### src/rtl/addr_filter_pkg.sv
package addr_filter_pkg;

    typedef enum logic [1:0] {
        ST_IDLE    = 2'd0,
        ST_COLLECT = 2'd1,
        ST_DECIDE  = 2'd2
    } filt_state_e;

    localparam int          CRC_WIDTH    = 32;
    localparam logic [31:0] CRC_POLY_REF = 32'hEDB8_8320;

endpackage

### src/rtl/addr_crc_unit.sv
// Byte-wide reflected CRC accumulator; exposes only the top index bits.
module addr_crc_unit #(
    parameter int                    CRC_W  = 32,
    parameter logic [CRC_W-1:0]      POLY   = 32'hEDB8_8320,
    parameter int                    IDX_W  = 6
) (
    input  logic             clk,
    input  logic             rst_n,
    input  logic             preset,
    input  logic             load,
    input  logic [7:0]       din,
    output logic [IDX_W-1:0] hash_idx
);

    logic [CRC_W-1:0]       crc_q;
    logic [8:0][CRC_W-1:0]  stage;

    assign stage[0] = (preset ? {CRC_W{1'b1}} : crc_q) ^ {{(CRC_W-8){1'b0}}, din};

    generate
        for (genvar b = 0; b < 8; b++) begin : g_bit
            assign stage[b+1] = (stage[b] >> 1) ^ (stage[b][0] ? POLY : {CRC_W{1'b0}});
        end
    endgenerate

    always_ff @(posedge clk) begin
        if (!rst_n) begin
            crc_q <= {CRC_W{1'b1}};
        end else if (load) begin
            crc_q <= stage[8];
        end
    end

    assign hash_idx = crc_q[CRC_W-1 -: IDX_W];

endmodule

### src/rtl/addr_byte_capture.sv
// Stores the destination address byte lanes as they are taken.
module addr_byte_capture #(
    parameter int N_BYTES = 6,
    parameter int IDX_W   = 3
) (
    input  logic                 clk,
    input  logic                 rst_n,
    input  logic                 load,
    input  logic [IDX_W-1:0]     idx,
    input  logic [7:0]           din,
    output logic [8*N_BYTES-1:0] addr_q
);

    generate
        for (genvar k = 0; k < N_BYTES; k++) begin : g_lane
            always_ff @(posedge clk) begin
                if (!rst_n) begin
                    addr_q[8*k +: 8] <= 8'h00;
                end else if (load && (idx == IDX_W'(k))) begin
                    addr_q[8*k +: 8] <= din;
                end
            end
        end
    endgenerate

endmodule

### src/rtl/addr_match.sv
// Combinational verdict from the captured address and the hash index.
module addr_match #(
    parameter int N_BYTES   = 6,
    parameter int HASH_BITS = 6,
    localparam int ADDR_W   = 8 * N_BYTES,
    localparam int HALF_W   = (1 << HASH_BITS) / 2
) (
    input  logic [ADDR_W-1:0]    addr,
    input  logic [31:0]          station_lo,
    input  logic [ADDR_W-33:0]   station_hi,
    input  logic [HALF_W-1:0]    hash_lo,
    input  logic [HALF_W-1:0]    hash_hi,
    input  logic [HASH_BITS-1:0] hash_idx,
    output logic                 hit
);

    logic [2*HALF_W-1:0] table_bits;
    logic                is_group;
    logic                is_bcast;
    logic                uni_hit;
    logic                grp_hit;

    always_comb begin
        table_bits = {hash_hi, hash_lo};
        is_group   = addr[0];
        is_bcast   = &addr;
        uni_hit    = (addr == {station_hi, station_lo});
        grp_hit    = table_bits[hash_idx];
        hit        = is_bcast | (is_group ? grp_hit : uni_hit);
    end

endmodule

### src/rtl/dest_addr_filter.sv
module dest_addr_filter
    import addr_filter_pkg::*;
#(
    parameter int ADDR_BYTES = 6,
    parameter int HASH_BITS  = 6,
    localparam int ADDR_W    = 8 * ADDR_BYTES,
    localparam int ST_HI_W   = ADDR_W - 32,
    localparam int HALF_W    = (1 << HASH_BITS) / 2,
    localparam int CNT_W     = $clog2(ADDR_BYTES + 1)
) (
    input  logic               clk,
    input  logic               rst_n,
    input  logic               in_valid,
    input  logic               in_sof,
    input  logic [7:0]         in_data,
    input  logic               promisc_en,
    input  logic [31:0]        station_lo,
    input  logic [ST_HI_W-1:0] station_hi,
    input  logic [HALF_W-1:0]  hash_lo,
    input  logic [HALF_W-1:0]  hash_hi,
    output logic               dec_valid,
    output logic               accept
);

    localparam logic [CNT_W-1:0] LAST_IDX = CNT_W'(ADDR_BYTES - 1);

    filt_state_e          state_q, state_d;
    logic [CNT_W-1:0]     cnt_q;
    logic                 first_byte;
    logic                 take_byte;
    logic [CNT_W-1:0]     lane_idx;
    logic [ADDR_W-1:0]    addr_q;
    logic [HASH_BITS-1:0] hash_idx;
    logic                 match_hit;

    assign first_byte = in_valid && in_sof;
    assign take_byte  = in_valid && (in_sof || (state_q == ST_COLLECT));
    assign lane_idx   = first_byte ? '0 : cnt_q;

    // next-state logic
    always_comb begin
        state_d = state_q;
        unique case (state_q)
            ST_IDLE: begin
                if (first_byte) state_d = ST_COLLECT;
            end
            ST_COLLECT: begin
                if (first_byte) begin
                    state_d = ST_COLLECT;
                end else if (take_byte && (cnt_q == LAST_IDX)) begin
                    state_d = ST_DECIDE;
                end
            end
            ST_DECIDE: begin
                state_d = first_byte ? ST_COLLECT : ST_IDLE;
            end
            default: state_d = ST_IDLE;
        endcase
    end

    // state register and byte counter
    always_ff @(posedge clk) begin
        if (!rst_n) begin
            state_q <= ST_IDLE;
            cnt_q   <= '0;
        end else begin
            state_q <= state_d;
            if (first_byte) begin
                cnt_q <= CNT_W'(1);
            end else if (take_byte) begin
                cnt_q <= cnt_q + CNT_W'(1);
            end
        end
    end

    // outputs
    always_comb begin
        dec_valid = 1'b0;
        accept    = 1'b0;
        unique case (state_q)
            ST_DECIDE: begin
                dec_valid = 1'b1;
                accept    = promisc_en | match_hit;
            end
            default: begin
                dec_valid = 1'b0;
                accept    = 1'b0;
            end
        endcase
    end

    addr_crc_unit #(
        .CRC_W (CRC_WIDTH),
        .POLY  (CRC_POLY_REF),
        .IDX_W (HASH_BITS)
    ) u_crc (
        .clk      (clk),
        .rst_n    (rst_n),
        .preset   (first_byte),
        .load     (take_byte),
        .din      (in_data),
        .hash_idx (hash_idx)
    );

    addr_byte_capture #(
        .N_BYTES (ADDR_BYTES),
        .IDX_W   (CNT_W)
    ) u_capture (
        .clk    (clk),
        .rst_n  (rst_n),
        .load   (take_byte),
        .idx    (lane_idx),
        .din    (in_data),
        .addr_q (addr_q)
    );

    addr_match #(
        .N_BYTES   (ADDR_BYTES),
        .HASH_BITS (HASH_BITS)
    ) u_match (
        .addr       (addr_q),
        .station_lo (station_lo),
        .station_hi (station_hi),
        .hash_lo    (hash_lo),
        .hash_hi    (hash_hi),
        .hash_idx   (hash_idx),
        .hit        (match_hit)
    );

endmodule

### config.mk
export PLATFORM = sky130hd
export DESIGN_NAME = dest_addr_filter
export DESIGN_NICKNAME = d
export VERILOG_FILES = /design/src/rtl/addr_filter_pkg.sv /design/src/rtl/addr_crc_unit.sv /design/src/rtl/addr_byte_capture.sv /design/src/rtl/addr_match.sv /design/src/rtl/dest_addr_filter.sv
export SDC_FILE = /design/constraint.sdc
export NUM_CORES = 1
export LEC_CHECK = 0
export ABC_AREA = 1
export BUFFER_PORTS_ARGS = -buffer_cell sky130_fd_sc_hd__buf_2
export CAP_MARGIN = 20
export CELL_PAD_IN_SITES_DETAIL_PLACEMENT = 2
export CELL_PAD_IN_SITES_GLOBAL_PLACEMENT = 2
export CORE_MARGIN = 3
export CORE_UTILIZATION = 32
export DETAILED_ROUTE_END_ITERATION = 7
export GPL_TIMING_DRIVEN = 1
export HOLD_SLACK_MARGIN = 0.1
export PLACE_DENSITY_LB_ADDON = 0.1
export SETUP_SLACK_MARGIN = 0.2
export SLEW_MARGIN = 0
export SYNTH_ARGS = -nofsm -noshare
export SYNTH_HDL_FRONTEND = slang
export SYNTH_SLANG_ARGS = --single-unit
### constraint.sdc
create_clock -name clk -period 4.2 [get_ports clk]
set_input_delay 0.21 -clock clk [delete_from_list [all_inputs] [get_ports clk]]
set_output_delay 0.21 -clock clk [all_outputs]
set_load 0.02 [all_outputs]
# --- Yosys cells after proc, flatten, opt, wreduce, memory -nomap -nowiden ---
# Cells that the tools add are included.
word_totals:
  reg_bits: 85
  latchBits: 0
  mem_bits_rw: 0
  romBits: 0
  inputBits: 125
  out_inout_bits: 2
  word_cells: 73
  mem_count: 0
classes:
  n_addsub: 1
  n_mul: 0
  div_mod_pow: 0
  n_lt_le_gt_ge: 1
  n_eq_ne: 11
  n_shift: 0
  mux: 22
  n_bitwise: 12
  n_reduce_logical: 16
op_table:
  columns: ["operator", "n"]
  rows:
  - ["two-way mux 32 bit", 9]
  - ["XOR 31 x 32 -> 32 bit", 8]
  - ["equality test 48 bit", 1]
  - ["AND reduction 48 bit", 1]
  - ["XOR 32 x 8 -> 32 bit", 1]
  - ["equality test 3 bit (second input constant)", 3]
  - ["logical AND 1 bit", 9]
  - ["less-than comparator 6 x 7 -> 1 bit (second input constant)", 1]
  - ["two-way mux 1 bit", 7]
  - ["binary-select mux 1 bit (select 6 bit)", 1]
  - ["equality test 3 x 2 -> 1 bit (second input constant)", 2]
  - ["two-way mux 2 bit", 3]
  - ["one-hot mux 2 bit (3 select lines)", 1]
  - ["adder 3 x 1 -> 3 bit (second input constant)", 1]
  - ["equality test 3 x 1 -> 1 bit (second input constant)", 1]
  - ["logical NOT 3 bit", 1]
  - ["two-way mux 3 bit", 1]
  - ["inequality test 3 x 2 -> 1 bit (second input constant)", 1]
  - ["equality test 2 x 1 -> 1 bit (second input constant)", 1]
  - ["equality test 2 bit (second input constant)", 1]
  - ["logical NOT 2 bit", 1]
  - ["inequality test 2 bit (second input constant)", 1]
  - ["OR 1 bit", 2]
  - ["AND reduction 2 bit", 1]
  - ["4 further kinds", 4]

# --- Logic depth before layout (Yosys ltp) ---
logic_depth:
  word_depth: 19
  ltp_mapped: 14
  ltp_nobuf: 14

# --- Hierarchy ---
# From an unflattened synthesis, not the netlist that was laid out.
unflattened:
  cells_unflattened: 991
  hier_area_um2: 6062.1
modules_own_cells:
  columns: ["module", "instances", "cells_per_inst", "area_each_um2", "seq_area_each_um2"]
  rows:
  - ["addr_crc_unit", 1, 359, 2321.0, 640.6]
  - ["addr_byte_capture", 1, 281, 1961.9, 960.9]
  - ["addr_match", 1, 309, 1492.7, 0.0]
  - ["dest_addr_filter", 1, 42, 286.5, 100.1]

# --- Worst setup path before layout ---
# No wires, ideal clock.
synth_timing:
  path_kind: "reg2out"
  start: "reg u_crc.crc_q[27]"
  end: "out accept"
  arrival_ns: 1.675
  required_ns: 3.990
  setup_slack_ns: 2.315
  stages_incl_launch_ff: 13
  n_path_buf: 2
  cell_sequence: "dfxtp_1 buf_2 clkinv_1 clkbuf_1 nand3_1 nand3_1 nand2_1 nand2_1 nand3_1 nand3_1 nand2_1 nand2_1 a21oi_1"
synth_via:
  elab_chain_cells: 6
synth_lines:
  columns: ["item", "line", "rtl"]
  rows:
  - ["start, declared", "addr_crc_unit.sv:15", "logic [CRC_W-1:0] crc_q;"]
  - ["start signal, assigned", "addr_crc_unit.sv:28", "crc_q <= {CRC_W{1'b1}};"]
  - ["start signal, assigned", "addr_crc_unit.sv:30", "crc_q <= stage[8];"]
  - ["binary-select mux 1 bit (select 6 bit)", "addr_match.sv:28", "grp_hit = table_bits[hash_idx];"]
  - ["two-way mux 1 bit (not written as such)", "addr_match.sv:28", null]
  - ["two-way mux 1 bit", "addr_match.sv:29", "hit = is_bcast | (is_group ? grp_hit : uni_hit);"]
  - ["OR 1 bit", "addr_match.sv:29", null]
  - ["OR 1 bit", "dest_addr_filter.sv:83", "accept = promisc_en | match_hit;"]
  - ["two-way mux 1 bit", "dest_addr_filter.sv:80", "unique case (state_q)"]
  - ["end, declared", "dest_addr_filter.sv:22", "output logic accept"]
# No other way between the ends. The select of a mux whose other input is x is not followed.

# --- Worst setup path after layout ---
# Same ends and word-level chain as after synthesis.

==> impl_metrics.json <==
{
  "cts.clk_slew.worst_paths_ns": 0.07,
  "yosysWarnings": 0,
  "wl_per_cell_um": 18.45,
  "skew_ns": 0.009557,
  "firstDrtPassIters": 4,
  "syn_avg_cell_area_um2": 6.671,
  "grt_overflow": 0,
  "powerDensity_nw_per_um2": 364.2,
  "hold_end": "u_capture.addr_q[47]",
  "ff2ff_path_depth": 7,
  "rr_endpoint": "u_capture.addr_q[23]",
  "ys_ff_latch": 85,
  "grt_util_all_layers_pct": 22.80,
  "stdcell_area_um2": 6967,
  "cap_violations": 0,
  "clockBufferDepth": 2,
  "io_buffer_count": 126,
  "status": "complete, no violations",
  "htreeDepth": 3,
  "grt_max_degree": 53,
  "startpoint_type": "register",
  "cts_resized": 0,
  "drt_wl_total_um": 22560,
  "seqPwrFrac_pct": 35.5,
  "finalHoldViolCount": 0,
  "p_leak_uw": 0.003266,
  "cts_buffers": 9,
  "syn-cell-area_um2": 5897,
  "slew_violations": 0,
  "ir_worst_vdd_v": 0.0001654,
  "fin_crit_sh_pct": 72.81,
  "synth_edf_count": 0,
  "dp.final_hpwl_um": 17620,
  "holdPathStages": 3,
  "syn_nets": 1011,
  "r2r-start": "state_q[0]",
  "cp-end-kind": "output port",
  "place_inst": 1207,
  "coreArea_um2": 18020,
  "drc_errors": 0,
  "swShare_pct": 36.89,
  "power.switching_uw": 935.9,
  "fin_ws_ns": 1.142,
  "p_clk_share_pct": 33.4,
  "rsz0062_at_grt": "no",
  "stdcell_count": 1223,
  "root_buffer": "clkbuf_16",
  "antenna_found_initial": 0,
  "die_w_um": 141.8,
  "synth_cell_types": 43,
  "layout-drive-gt1-share_pct": 20.72,
  "intPower_uw": 1601,
  "place.gp.congestion": 0.7702,
  "cts_sinks": 85,
  "hold_start": "in_data[7]",
  "vias": 6193,
  "rows": 49,
  "cp.required_ns": 3.99,
  "die-area_um2": 20090,
  "finalSetupViolations": 0,
  "layout_common_cells": "nand2_1 (232), buf_2 (126), inv_1 (87)",
  "io_pins": 127,
  "pwr-share-comb_pct": 31.0,
  "seq_area_frac_synth_pct": 28.86,
  "place_ws_ns": 1.414,
  "synthFlopType": "dfxtp_1",
  "area_growth_pct": 18.14,
  "die_height_um": 141.8,
  "synthCells": 884,
  "postPlaceCellArea_um2": 6663,
  "antenna_left": 0,
  "layout_commonest_cell": "nand2_1",
  "start_util_pct": 32.72,
  "n_antenna_cell": 0,
  "setup_tns_ns": 0,
  "reg2reg_slack_ns": 1.66,
  "fin_crit_ns": 3.058,
  "grt_pass1_wl_um": 36350,
  "vias_per_cell": 5.064,
  "worstSetupPathType": "reg -> out",
  "drt_iter0_drc": 302,
  "crit_arrival_ns": 2.85,
  "synth_async_sr_flop_share_pct": 0,
  "hp-class": "in -> reg",
  "grt_pass1_vias": 6504,
  "post_cts_buffers": 0,
  "cts_tree": "built",
  "crit_path_max_fanout": 18,
  "final_nets": 1116,
  "worst_pin_slew_ns": 0.9238,
  "cts_hold_buf": 0,
  "clk_latency_ns": 0.35,
  "max_freq_mhz": 327.0,
  "timing.slew.headroom_pct": 38.03
}
[through the flow]
step / hold slack (ns) / util (%) / power [uW]
after floorplan: 0.4014 / - / 1462
after global placement: 0.4474 / 36.96 / 1693
after detailed placement: 0.4626 / 36.96 / 1711
after CTS: 0.2109 / 38.65 / 2567
after global routing: 0.2295 / 38.65 / 2714
final: 0.2159 / 38.65 / 2537
[sequential cells by signal, indices dropped and copies added (netlist names)]
| signal | count |
|---|---|
| u_capture.addr_q | 48 |
| u_crc.crc_q | 32 |
| cnt_q | 3 |
| state_q | 2 |
[final cells by class]
| class | count | area [um2] |
|---|---|---|
| Clock buffer | 9 | 225.2 |
| Clock inverter | 7 | 78.83 |
| Fill cell | 2252 | 11060 |
| Inverter | 100 | 375.4 |
| Multi-Input combinational cell | 664 | 3646 |
| Sequential cell | 85 | 1702 |
| Tap cell | 229 | 286.5 |
| Timing Repair Buffer | 129 | 653.1 |
[power by group through the flow]
stage          registers (uW)  clock network [uW]  logic (uW)
6_report                  901                 849         788
5_1_grt                   909                 901         904
4_1_cts                   902                 865         800
3_5_place_dp              920                   0         791
3_3_place_gp              918                   0         775
2_1_floorplan             896                   0         566
[worst max path at each step]
stage	slack, ns	depth (start not counted)	start	endpoint
finish	1.14	11	u_crc.crc_q[27]	accept
global route	0.75	11	u_crc.crc_q[27]	accept
CTS	1.03	11	u_crc.crc_q[27]	accept
detailed placement	1.41	11	u_crc.crc_q[27]	accept
global placement	1.40	11	u_crc.crc_q[27]	accept
floorplan	2.32	12	u_crc.crc_q[27]	accept
[logic make-up (layout without fill, tap and decap cells)]
group	after synthesis	in the layout	synth area share (%)
adders and majority gates	2	2	0.4243
and+or+nand+nor	431	431	34.10
AOI/OAI and AO/OA	181	181	16.57
xor gates and xnor gates	50	50	10.74
buffers and inverters	135	245	9.314
DFF	85	85	28.86
[cell usage after synthesis, types with 2 or more instances]
cell	instances	share of area [%]
buf_4	2	0.25
o21ai_0	83	7.0
nand2_1	232	15
a211oi_1	2	0.25
nor3_4	2	0.55
xnor2_1	7	1.0
inv_1	87	5.5
nand4_1	13	1.4
nor3_1	12	1.0
xor2_4	8	3.7
o211ai_1	11	1.4
buf_2	9	0.76
inv_2	9	0.57
o21bai_1	7	0.89
nand2_2	13	1.4
a21oi_1	66	5.6
buf_1	3	0.19
ha_1	2	0.42
or2_2	8	0.85
clkinv_1	4	0.25
nand2_8	2	0.68
clkbuf_1	19	1.2
nand3b_1	4	0.51
nor4_4	2	0.72
nand3_1	80	6.8
dfxtp_1	85	29
nor2_1	50	3.2
xor2_1	29	4.3
xor2_2	5	1.4
nand2_4	8	1.5
o22ai_1	8	0.85
[per-layer routing]
metal  wire length (um)  up-vias  part of all wire (%)  GRT usage [%]
met5                  0        -                     0              0
met1              11070     2994                    49          33.84
met3               1079        8                   4.8          3.269
li1                   -     3084                     -              -
met4                110        0                  0.49          3.283
met2              10300      107                    46          35.87
[worst max-delay path: stages (launching register included)]
cell and delay [ns]:
dfxtp_1 0.74, clkinv_1 0.61, nand3_1 0.26, nand3_1 0.09, nand2_1 0.08, nand2_1 0.05, nand3_1 0.08, nand3_1 0.07
nand2_1 0.14, nand2_1 0.07, a21oi_1 0.11, buf_2 0.18
Power figures use the tool's default switching activity.
